$ cat config.mk
export PLATFORM = sky130hd
export DESIGN_NAME = readout_sync_gen
export DESIGN_NICKNAME = d
export VERILOG_FILES = /design/src/rtl/rsg_pkg.sv /design/src/rtl/rsg_cfg_shadow.sv /design/src/rtl/rsg_line_timer.sv /design/src/rtl/rsg_frame_timer.sv /design/src/rtl/rsg_window_gate.sv /design/src/rtl/readout_sync_gen.sv
export SDC_FILE = /design/constraint.sdc
export NUM_CORES = 1
export LEC_CHECK = 0
export ABC_AREA = 0
export ABC_CLOCK_PERIOD_IN_PS = 5250
export BUFFER_PORTS_ARGS = -buffer_cell sky130_fd_sc_hd__buf_2
export CORE_MARGIN = 1.5
export CORE_UTILIZATION = 58
export DETAILED_ROUTE_END_ITERATION = 10
export PLACE_DENSITY = 0.81
export SYNTH_ARGS = -nofsm -noshare
export SYNTH_HDL_FRONTEND = slang
export SYNTH_HIERARCHICAL = 1
export SYNTH_SLANG_ARGS = --single-unit
$ cat constraint.sdc
create_clock -name clk -period 5.25 [get_ports clk]
set_input_delay 0.525 -clock clk [delete_from_list [all_inputs] [get_ports clk]]
set_output_delay 0.525 -clock clk [all_outputs]
set_load 0.05 [all_outputs]
$ cat src/rtl/rsg_pkg.sv
// Shared types and helpers for the readout sync generator.
// Assumes window offsets are at least 3 bits wide.
package rsg_pkg;

    typedef enum logic [1:0] {
        SKIP_NONE    = 2'd0,
        SKIP_HALF    = 2'd1,
        SKIP_QUARTER = 2'd2,
        SKIP_QUART_B = 2'd3
    } skip_e;

    // Decide whether the quad holding a pixel survives subsampling.
    // q holds bits [2:1] of the pixel offset from the window corner.
    function automatic logic quad_kept(input logic [1:0] q, input skip_e s);
        logic keep;
        case (s)
            SKIP_NONE: keep = 1'b1;
            SKIP_HALF: keep = ~q[0];
            default:   keep = (q == 2'b00);
        endcase
        return keep;
    endfunction

endpackage

$ cat src/rtl/rsg_cfg_shadow.sv
// Frame-boundary copy of the timing and window settings.
// Captures the inputs during reset and on the load strobe. Window sizes
// below the minimum are raised to it as they are captured.
module rsg_cfg_shadow #(
    parameter int NW    = 8,
    parameter int HW    = 10,
    parameter int VW    = 9,
    parameter int MIN_W = 20,
    parameter int MIN_H = 14
) (
    input  logic          clk,
    input  logic          rst_n,
    input  logic          load,
    input  logic [NW-1:0] in_blank_half,
    input  logic [VW-1:0] in_last_line,
    input  logic          in_mask_dark,
    input  logic [HW-1:0] in_col0,
    input  logic [VW-1:0] in_row0,
    input  logic [HW-1:0] in_wm1,
    input  logic [VW-1:0] in_hm1,
    input  logic [1:0]    in_skip,
    output logic [NW-1:0] sh_blank_half,
    output logic [VW-1:0] sh_last_line,
    output logic          sh_mask_dark,
    output logic [HW-1:0] sh_col0,
    output logic [VW-1:0] sh_row0,
    output logic [HW-1:0] sh_wm1,
    output logic [VW-1:0] sh_hm1,
    output logic [1:0]    sh_skip
);

    localparam logic [HW-1:0] WM1_MIN = HW'(MIN_W - 1);
    localparam logic [VW-1:0] HM1_MIN = VW'(MIN_H - 1);

    logic [HW-1:0] wm1_clamped;
    logic [VW-1:0] hm1_clamped;

    // Raise undersized window extents to the minimum.
    always_comb begin
        wm1_clamped = (in_wm1 < WM1_MIN) ? WM1_MIN : in_wm1;
        hm1_clamped = (in_hm1 < HM1_MIN) ? HM1_MIN : in_hm1;
    end

    // Capture the settings in reset and at each frame wrap.
    always_ff @(posedge clk) begin
        if (!rst_n || load) begin
            sh_blank_half <= in_blank_half;
            sh_last_line  <= in_last_line;
            sh_mask_dark  <= in_mask_dark;
            sh_col0       <= in_col0;
            sh_row0       <= in_row0;
            sh_wm1        <= wm1_clamped;
            sh_hm1        <= hm1_clamped;
            sh_skip       <= in_skip;
        end
    end

endmodule

$ cat src/rtl/rsg_line_timer.sv
// Horizontal position counter for one line: a blanking stretch of
// 2*blank_half+1 clocks, then ACT_COLS active clocks.
// Assumes blank_half is stable for the whole line (it comes from the shadow copy).
module rsg_line_timer #(
    parameter int NW       = 8,
    parameter int HW       = 10,
    parameter int ACT_COLS = 644
) (
    input  logic          clk,
    input  logic          rst_n,
    input  logic [NW-1:0] blank_half,
    output logic          active,
    output logic [HW-1:0] col,
    output logic          line_end
);

    localparam int PW = $clog2((2 ** NW) * 2 + ACT_COLS + 1);
    localparam logic [PW-1:0] ACT_M1 = PW'(ACT_COLS - 1);

    logic [PW-1:0] hpos;
    logic [PW-1:0] blank_len;
    logic [PW-1:0] act_off;

    // Derive blanking length and position inside the active stretch.
    always_comb begin
        blank_len = PW'({blank_half, 1'b1});
        act_off   = hpos - blank_len;
        active    = (hpos >= blank_len);
        line_end  = (hpos == blank_len + ACT_M1);
        col       = active ? HW'(act_off) : '0;
    end

    // Advance the position and wrap at the end of the line.
    always_ff @(posedge clk) begin
        if (!rst_n) begin
            hpos <= '0;
        end else if (line_end) begin
            hpos <= '0;
        end else begin
            hpos <= hpos + PW'(1);
        end
    end

endmodule

$ cat src/rtl/rsg_frame_timer.sv
// Line counter within a frame: last_line+1 lines, the first DARK_LINES
// of them dark. Assumes last_line holds for the whole frame.
module rsg_frame_timer #(
    parameter int VW         = 9,
    parameter int DARK_LINES = 4
) (
    input  logic          clk,
    input  logic          rst_n,
    input  logic          line_end,
    input  logic [VW-1:0] last_line,
    output logic [VW-1:0] row,
    output logic          frame_end,
    output logic          first_line,
    output logic          dark
);

    localparam logic [VW-1:0] DARK_N = VW'(DARK_LINES);

    // Decode frame position flags from the line counter.
    always_comb begin
        frame_end  = line_end && (row >= last_line);
        first_line = (row == '0);
        dark       = (row < DARK_N);
    end

    // Step the line counter at each line end and wrap after the last line.
    always_ff @(posedge clk) begin
        if (!rst_n) begin
            row <= '0;
        end else if (frame_end) begin
            row <= '0;
        end else if (line_end) begin
            row <= row + VW'(1);
        end
    end

endmodule

$ cat src/rtl/rsg_window_gate.sv
// Pixel-valid decision: window test on both axes, then quad subsampling
// counted from the window corner. Assumes HW >= 3 and VW >= 3.
module rsg_window_gate #(
    parameter int HW         = 10,
    parameter int VW         = 9,
    parameter int DARK_LINES = 4
) (
    input  logic          active,
    input  logic          dark,
    input  logic [HW-1:0] col,
    input  logic [VW-1:0] row,
    input  logic [HW-1:0] col0,
    input  logic [VW-1:0] row0,
    input  logic [HW-1:0] wm1,
    input  logic [VW-1:0] hm1,
    input  logic [1:0]    skip,
    output logic          pix_valid
);
    import rsg_pkg::*;

    localparam logic [VW:0] DARK_N = (VW + 1)'(DARK_LINES);

    logic [HW:0] h_off;
    logic [VW:0] v_off;
    logic        in_h;
    logic        in_v;
    logic        keep_h;
    logic        keep_v;

    // Offsets from the window corner; the top bit flags a negative offset.
    always_comb begin
        h_off = {1'b0, col} - {1'b0, col0};
        v_off = {1'b0, row} - DARK_N - {1'b0, row0};
    end

    // Window membership on each axis.
    always_comb begin
        in_h = !h_off[HW] && (h_off[HW-1:0] <= wm1);
        in_v = !v_off[VW] && (v_off[VW-1:0] <= hm1);
    end

    // Quad subsampling on each axis.
    always_comb begin
        keep_h = quad_kept(h_off[2:1], skip_e'(skip));
        keep_v = quad_kept(v_off[2:1], skip_e'(skip));
    end

    // Combine active stretch, image line, window and subsampling.
    always_comb begin
        pix_valid = active && !dark && in_h && in_v && keep_h && keep_v;
    end

endmodule

$ cat src/rtl/readout_sync_gen.sv
// Top of the readout sync and window generator. Ties the setting copy,
// line and frame counters and the window gate together. All settings are
// static inputs sampled at reset and at the frame wrap.
module readout_sync_gen #(
    parameter int ACT_COLS   = 644,
    parameter int DARK_LINES = 4,
    parameter int NW         = 8,
    parameter int HW         = 10,
    parameter int VW         = 9,
    parameter int MIN_W      = 20,
    parameter int MIN_H      = 14
) (
    input  logic          clk,
    input  logic          rst_n,
    input  logic [NW-1:0] blank_half,
    input  logic [VW-1:0] last_line,
    input  logic          mask_dark_hs,
    input  logic [HW-1:0] win_col0,
    input  logic [VW-1:0] win_row0,
    input  logic [HW-1:0] win_wm1,
    input  logic [VW-1:0] win_hm1,
    input  logic [1:0]    skip_mode,
    output logic          hsync,
    output logic          vsync,
    output logic          pix_valid,
    output logic          dark_line,
    output logic [VW-1:0] row_cnt,
    output logic [HW-1:0] col_cnt
);

    logic [NW-1:0] sh_blank_half;
    logic [VW-1:0] sh_last_line;
    logic          sh_mask_dark;
    logic [HW-1:0] sh_col0;
    logic [VW-1:0] sh_row0;
    logic [HW-1:0] sh_wm1;
    logic [VW-1:0] sh_hm1;
    logic [1:0]    sh_skip;
    logic          active;
    logic          line_end;
    logic          frame_end;
    logic          first_line;
    logic          dark;
    logic [HW-1:0] col;
    logic [VW-1:0] row;

    rsg_cfg_shadow #(
        .NW(NW), .HW(HW), .VW(VW), .MIN_W(MIN_W), .MIN_H(MIN_H)
    ) u_cfg (
        .clk(clk), .rst_n(rst_n), .load(frame_end),
        .in_blank_half(blank_half), .in_last_line(last_line),
        .in_mask_dark(mask_dark_hs), .in_col0(win_col0),
        .in_row0(win_row0), .in_wm1(win_wm1), .in_hm1(win_hm1),
        .in_skip(skip_mode),
        .sh_blank_half(sh_blank_half), .sh_last_line(sh_last_line),
        .sh_mask_dark(sh_mask_dark), .sh_col0(sh_col0),
        .sh_row0(sh_row0), .sh_wm1(sh_wm1), .sh_hm1(sh_hm1),
        .sh_skip(sh_skip)
    );

    rsg_line_timer #(
        .NW(NW), .HW(HW), .ACT_COLS(ACT_COLS)
    ) u_line (
        .clk(clk), .rst_n(rst_n), .blank_half(sh_blank_half),
        .active(active), .col(col), .line_end(line_end)
    );

    rsg_frame_timer #(
        .VW(VW), .DARK_LINES(DARK_LINES)
    ) u_frame (
        .clk(clk), .rst_n(rst_n), .line_end(line_end),
        .last_line(sh_last_line), .row(row), .frame_end(frame_end),
        .first_line(first_line), .dark(dark)
    );

    rsg_window_gate #(
        .HW(HW), .VW(VW), .DARK_LINES(DARK_LINES)
    ) u_gate (
        .active(active), .dark(dark), .col(col), .row(row),
        .col0(sh_col0), .row0(sh_row0), .wm1(sh_wm1), .hm1(sh_hm1),
        .skip(sh_skip), .pix_valid(pix_valid)
    );

    // Drive the sync strobes and counters from the timing state.
    always_comb begin
        hsync     = active && !(dark && sh_mask_dark);
        vsync     = first_line;
        dark_line = dark;
        row_cnt   = row;
        col_cnt   = col;
    end

endmodule

==> out/results.tsv <==
stage	metric	value	unit
timing	setup_violations	0	
synth	synth_edf_count	58	
placed_design	port_buffers	82	
cts	cts_buffers	9	
timing	slew-limit-headroom	51.9	%
timing	max_freq	192	MHz
synth	synthCells	545	
power_and_ir_drop	ir_worst_vdd	141	uV
placed_design	dp_hpwl	9.23	mm
synth	syn_avg_cell_area	9.94	sq um
placed_design	routabilityCongestion	0.905	
drt	firstDrtPassIters	5	
critical_path	r2r_slack	1.41	ns
grt	grt_util_all_layers	25.4	%
synth	netlist_area	0.00542	sq mm
critical_path	critPathRequiredTime	4.72	ns
finish	fin_cells	767	
placed_design	dp.cells	740	
cts	root_buffer	clkbuf_8	
drt	wl_per_cell	16.6	microns
cts	worstSkewPairLatency	0.35	ns
timing	hold_ws	0.340	ns
synth	seq_area_frac_synth	39.5	%
critical_path	end_kind	primary output	
cts	cts_sinks	78	
timing	finClkSkew	0.0152	ns
synth	ys_ff_latch	78	
cts	cts_max_level	3	
synth	yosysMostFrequentCell	inv_1	
finish	post-route-util	72.8	%
drt	drt_iter0_drc	247	
timing	worst_pin_slew	0.716	ns
drt	drtAntennaViolNets	0	
timing	finalWorstSetupSlack	0.0283	ns
finish	area_growth	23.0	%
cts	clockBufferDepth	2	
grt	grt_pass1_wl	20.0	mm
run_status	outcome	finished, final reports clean	
synth	synthTopCellsByCount	89 x inv_1, 69 x ha_1, 58 x edfxtp_1, 27 x xnor2_1, 25 x a21oi_1	
power_and_ir_drop	power_leakage	2.89	nW
drt	viasPerCell	5.92	
die	io_pins	83	
synth	yosysWarnings	6	
synth	synth_top_cells_by_area	edfxtp_1 32%, ha_1 16%, dfxtp_1 7.4%, inv_1 6.2%, xnor2_1 4.4%	
finish	drive_gt1_share	29.9	%
power_and_ir_drop	power.density	226	mW/mm^2
synth	synth_top_area_share	32.1	%
synth	yosysTopAreaCell	edfxtp_1	
die	die_h	99.7	microns
finish	antenna_cells	0	
synth	async_flop_share	0	%
critical_path	crit_fanout	3	
critical_path	arrival	4.70	ns
worst_hold_path	hp-class	input port to register	
finish	fin_area	0.00667	sq mm
die	die_w	99.7	microns
synth	synthFlopType	edfxtp_1	
die	row_count	35	
die	core	0.00915	sq mm
drt	wl	12.7	mm
synth	ys_types	67	
drt	num_vias	4544	
die	start_util	59.2	%
placed_design	placed_cell_area	0.00614	sq mm
cts	clk_pin_slew_worst_paths	0.09	ns
grt	overflow	0	
critical_path	critical_path_class	register to primary output	
placed_design	pre_cts_ws	-0.0610	ns
critical_path	start_kind	register	
timing	finalSetupTns	0	ns
cts	cts_tree	yes	
drt	drc	0	
finish	final_nets	783	
job	maxCapViolations	0	
timing	min_period	5.22	ns
synth	syn-num-nets	677	
power_and_ir_drop	power	1.51	mW
grt	grt_max_degree	37	
grt	antenna_found_initial	0	
timing	maxSlewViolCount	0	
timing	min_period_over_period	99.5	%
grt	grt_pass1_vias	4333	
timing	hold_violations	0	
timing	rsz0062_at_grt	yes	
die	dieArea	0.00993	sq mm
flip-flops by register name, indices dropped and copies added, names as in the netlist, 8 cells and up:
register	flops
u_frame/row	9
u_cfg/sh_blank_half	8
u_cfg/sh_last_line	9
u_cfg/sh_row0	9
u_cfg/sh_wm1	10
u_cfg/sh_hm1	9
u_line/hpos	11
u_cfg/sh_col0	10
repair_timing:
item,in CTS,in global routing
setup endpoints to repair,1,1
resized for setup,37,23
setup buffers,3,8
pin swaps,19,20
hold buffers,0,0
kinds of logic after synthesis:
| family | Yosys count | share of synthesized area (%) |
|---|---|---|
| and+or+nand+nor | 138 | 14.6 |
| AOI/OAI and AO/OA | 111 | 14.6 |
| buffers and inverters | 108 | 7.76 |
| DFF | 78 | 39.5 |
| adders and majority gates | 72 | 17.0 |
| xor gates and xnor gates | 37 | 6.23 |
| muxes | 1 | 0.208 |
layout by cell type (no fill, tap or decap), types with 7 or more instances in the layout:
cell type  count
nor2_1        18
inv_1         78
dfxtp_1       19
nand2_1       20
a211oi_1      12
inv_2         11
buf_2         81
o21bai_1       7
o21ai_0        9
a21oi_2        7
nand4_1        7
ha_1          57
xnor2_1       27
xor2_1         9
ha_4          10
buf_4         29
nor2b_1        8
nor3b_1       12
nand3_1       12
a21oi_1       15
nor3_1         8
clkbuf_8       9
edfxtp_1      58
layout make-up:
| class | instances | area (sq um) |
|---|---|---|
| Timing Repair Buffer | 113 | 669 |
| Clock inverter | 7 | 55.1 |
| Sequential cell | 78 | 2140 |
| Multi-Input combinational cell | 359 | 3200 |
| Inverter | 90 | 338 |
| Clock buffer | 9 | 124 |
| Tap cell | 111 | 139 |
| Fill cell | 628 | 2490 |
report_power, final:
group | total, mW | internal [mW] | switching [mW] | leakage (nW)
Sequential | 0.721 | 0.704 | 0.0169 | 0.730
Combinational | 0.365 | 0.165 | 0.200 | 2.08
Clock | 0.423 | 0.178 | 0.246 | 0.0885
Total | 1.51 | 1.05 | 0.463 | 2.89
critical path: stages, from the launching register on:
cell and delay (ns):
edfxtp_1 0.39, inv_2 0.09, ha_4 0.22, ha_4 0.16, nand4_1 0.08, nor2_1 0.08, nor3_2 0.18, o211a_4 0.23
inv_2 0.06, and2_4 0.17, fa_2 0.40, nand2_2 0.09, a21oi_2 0.08, o311a_1 0.34, o31a_1 0.28, a21oi_2 0.11
ha_1 0.24, nand4_1 0.16, inv_1 0.09, a2111oi_4 0.29, o221a_2 0.25, o311a_4 0.20, buf_8 0.14
worst paths after layout:
path                                             start                      to  depth (start not counted)
worst max register to register  u_cfg/sh_blank_half[1]        u_cfg/sh_row0[1]                         11
worst max-delay path            u_cfg/sh_blank_half[0]               pix_valid                         22
worst min register to register          u_frame/row[0]          u_frame/row[0]                          2
worst min-delay path                     blank_half[5]  u_cfg/sh_blank_half[5]                          1
metal layers:
metal	wire length, microns	GRT usage, %
met5	0	0
met4	338	9.64
met3	765	4.43
met2	6390	44.7
met1	5220	31.0
Power figures use the tool's default switching activity.
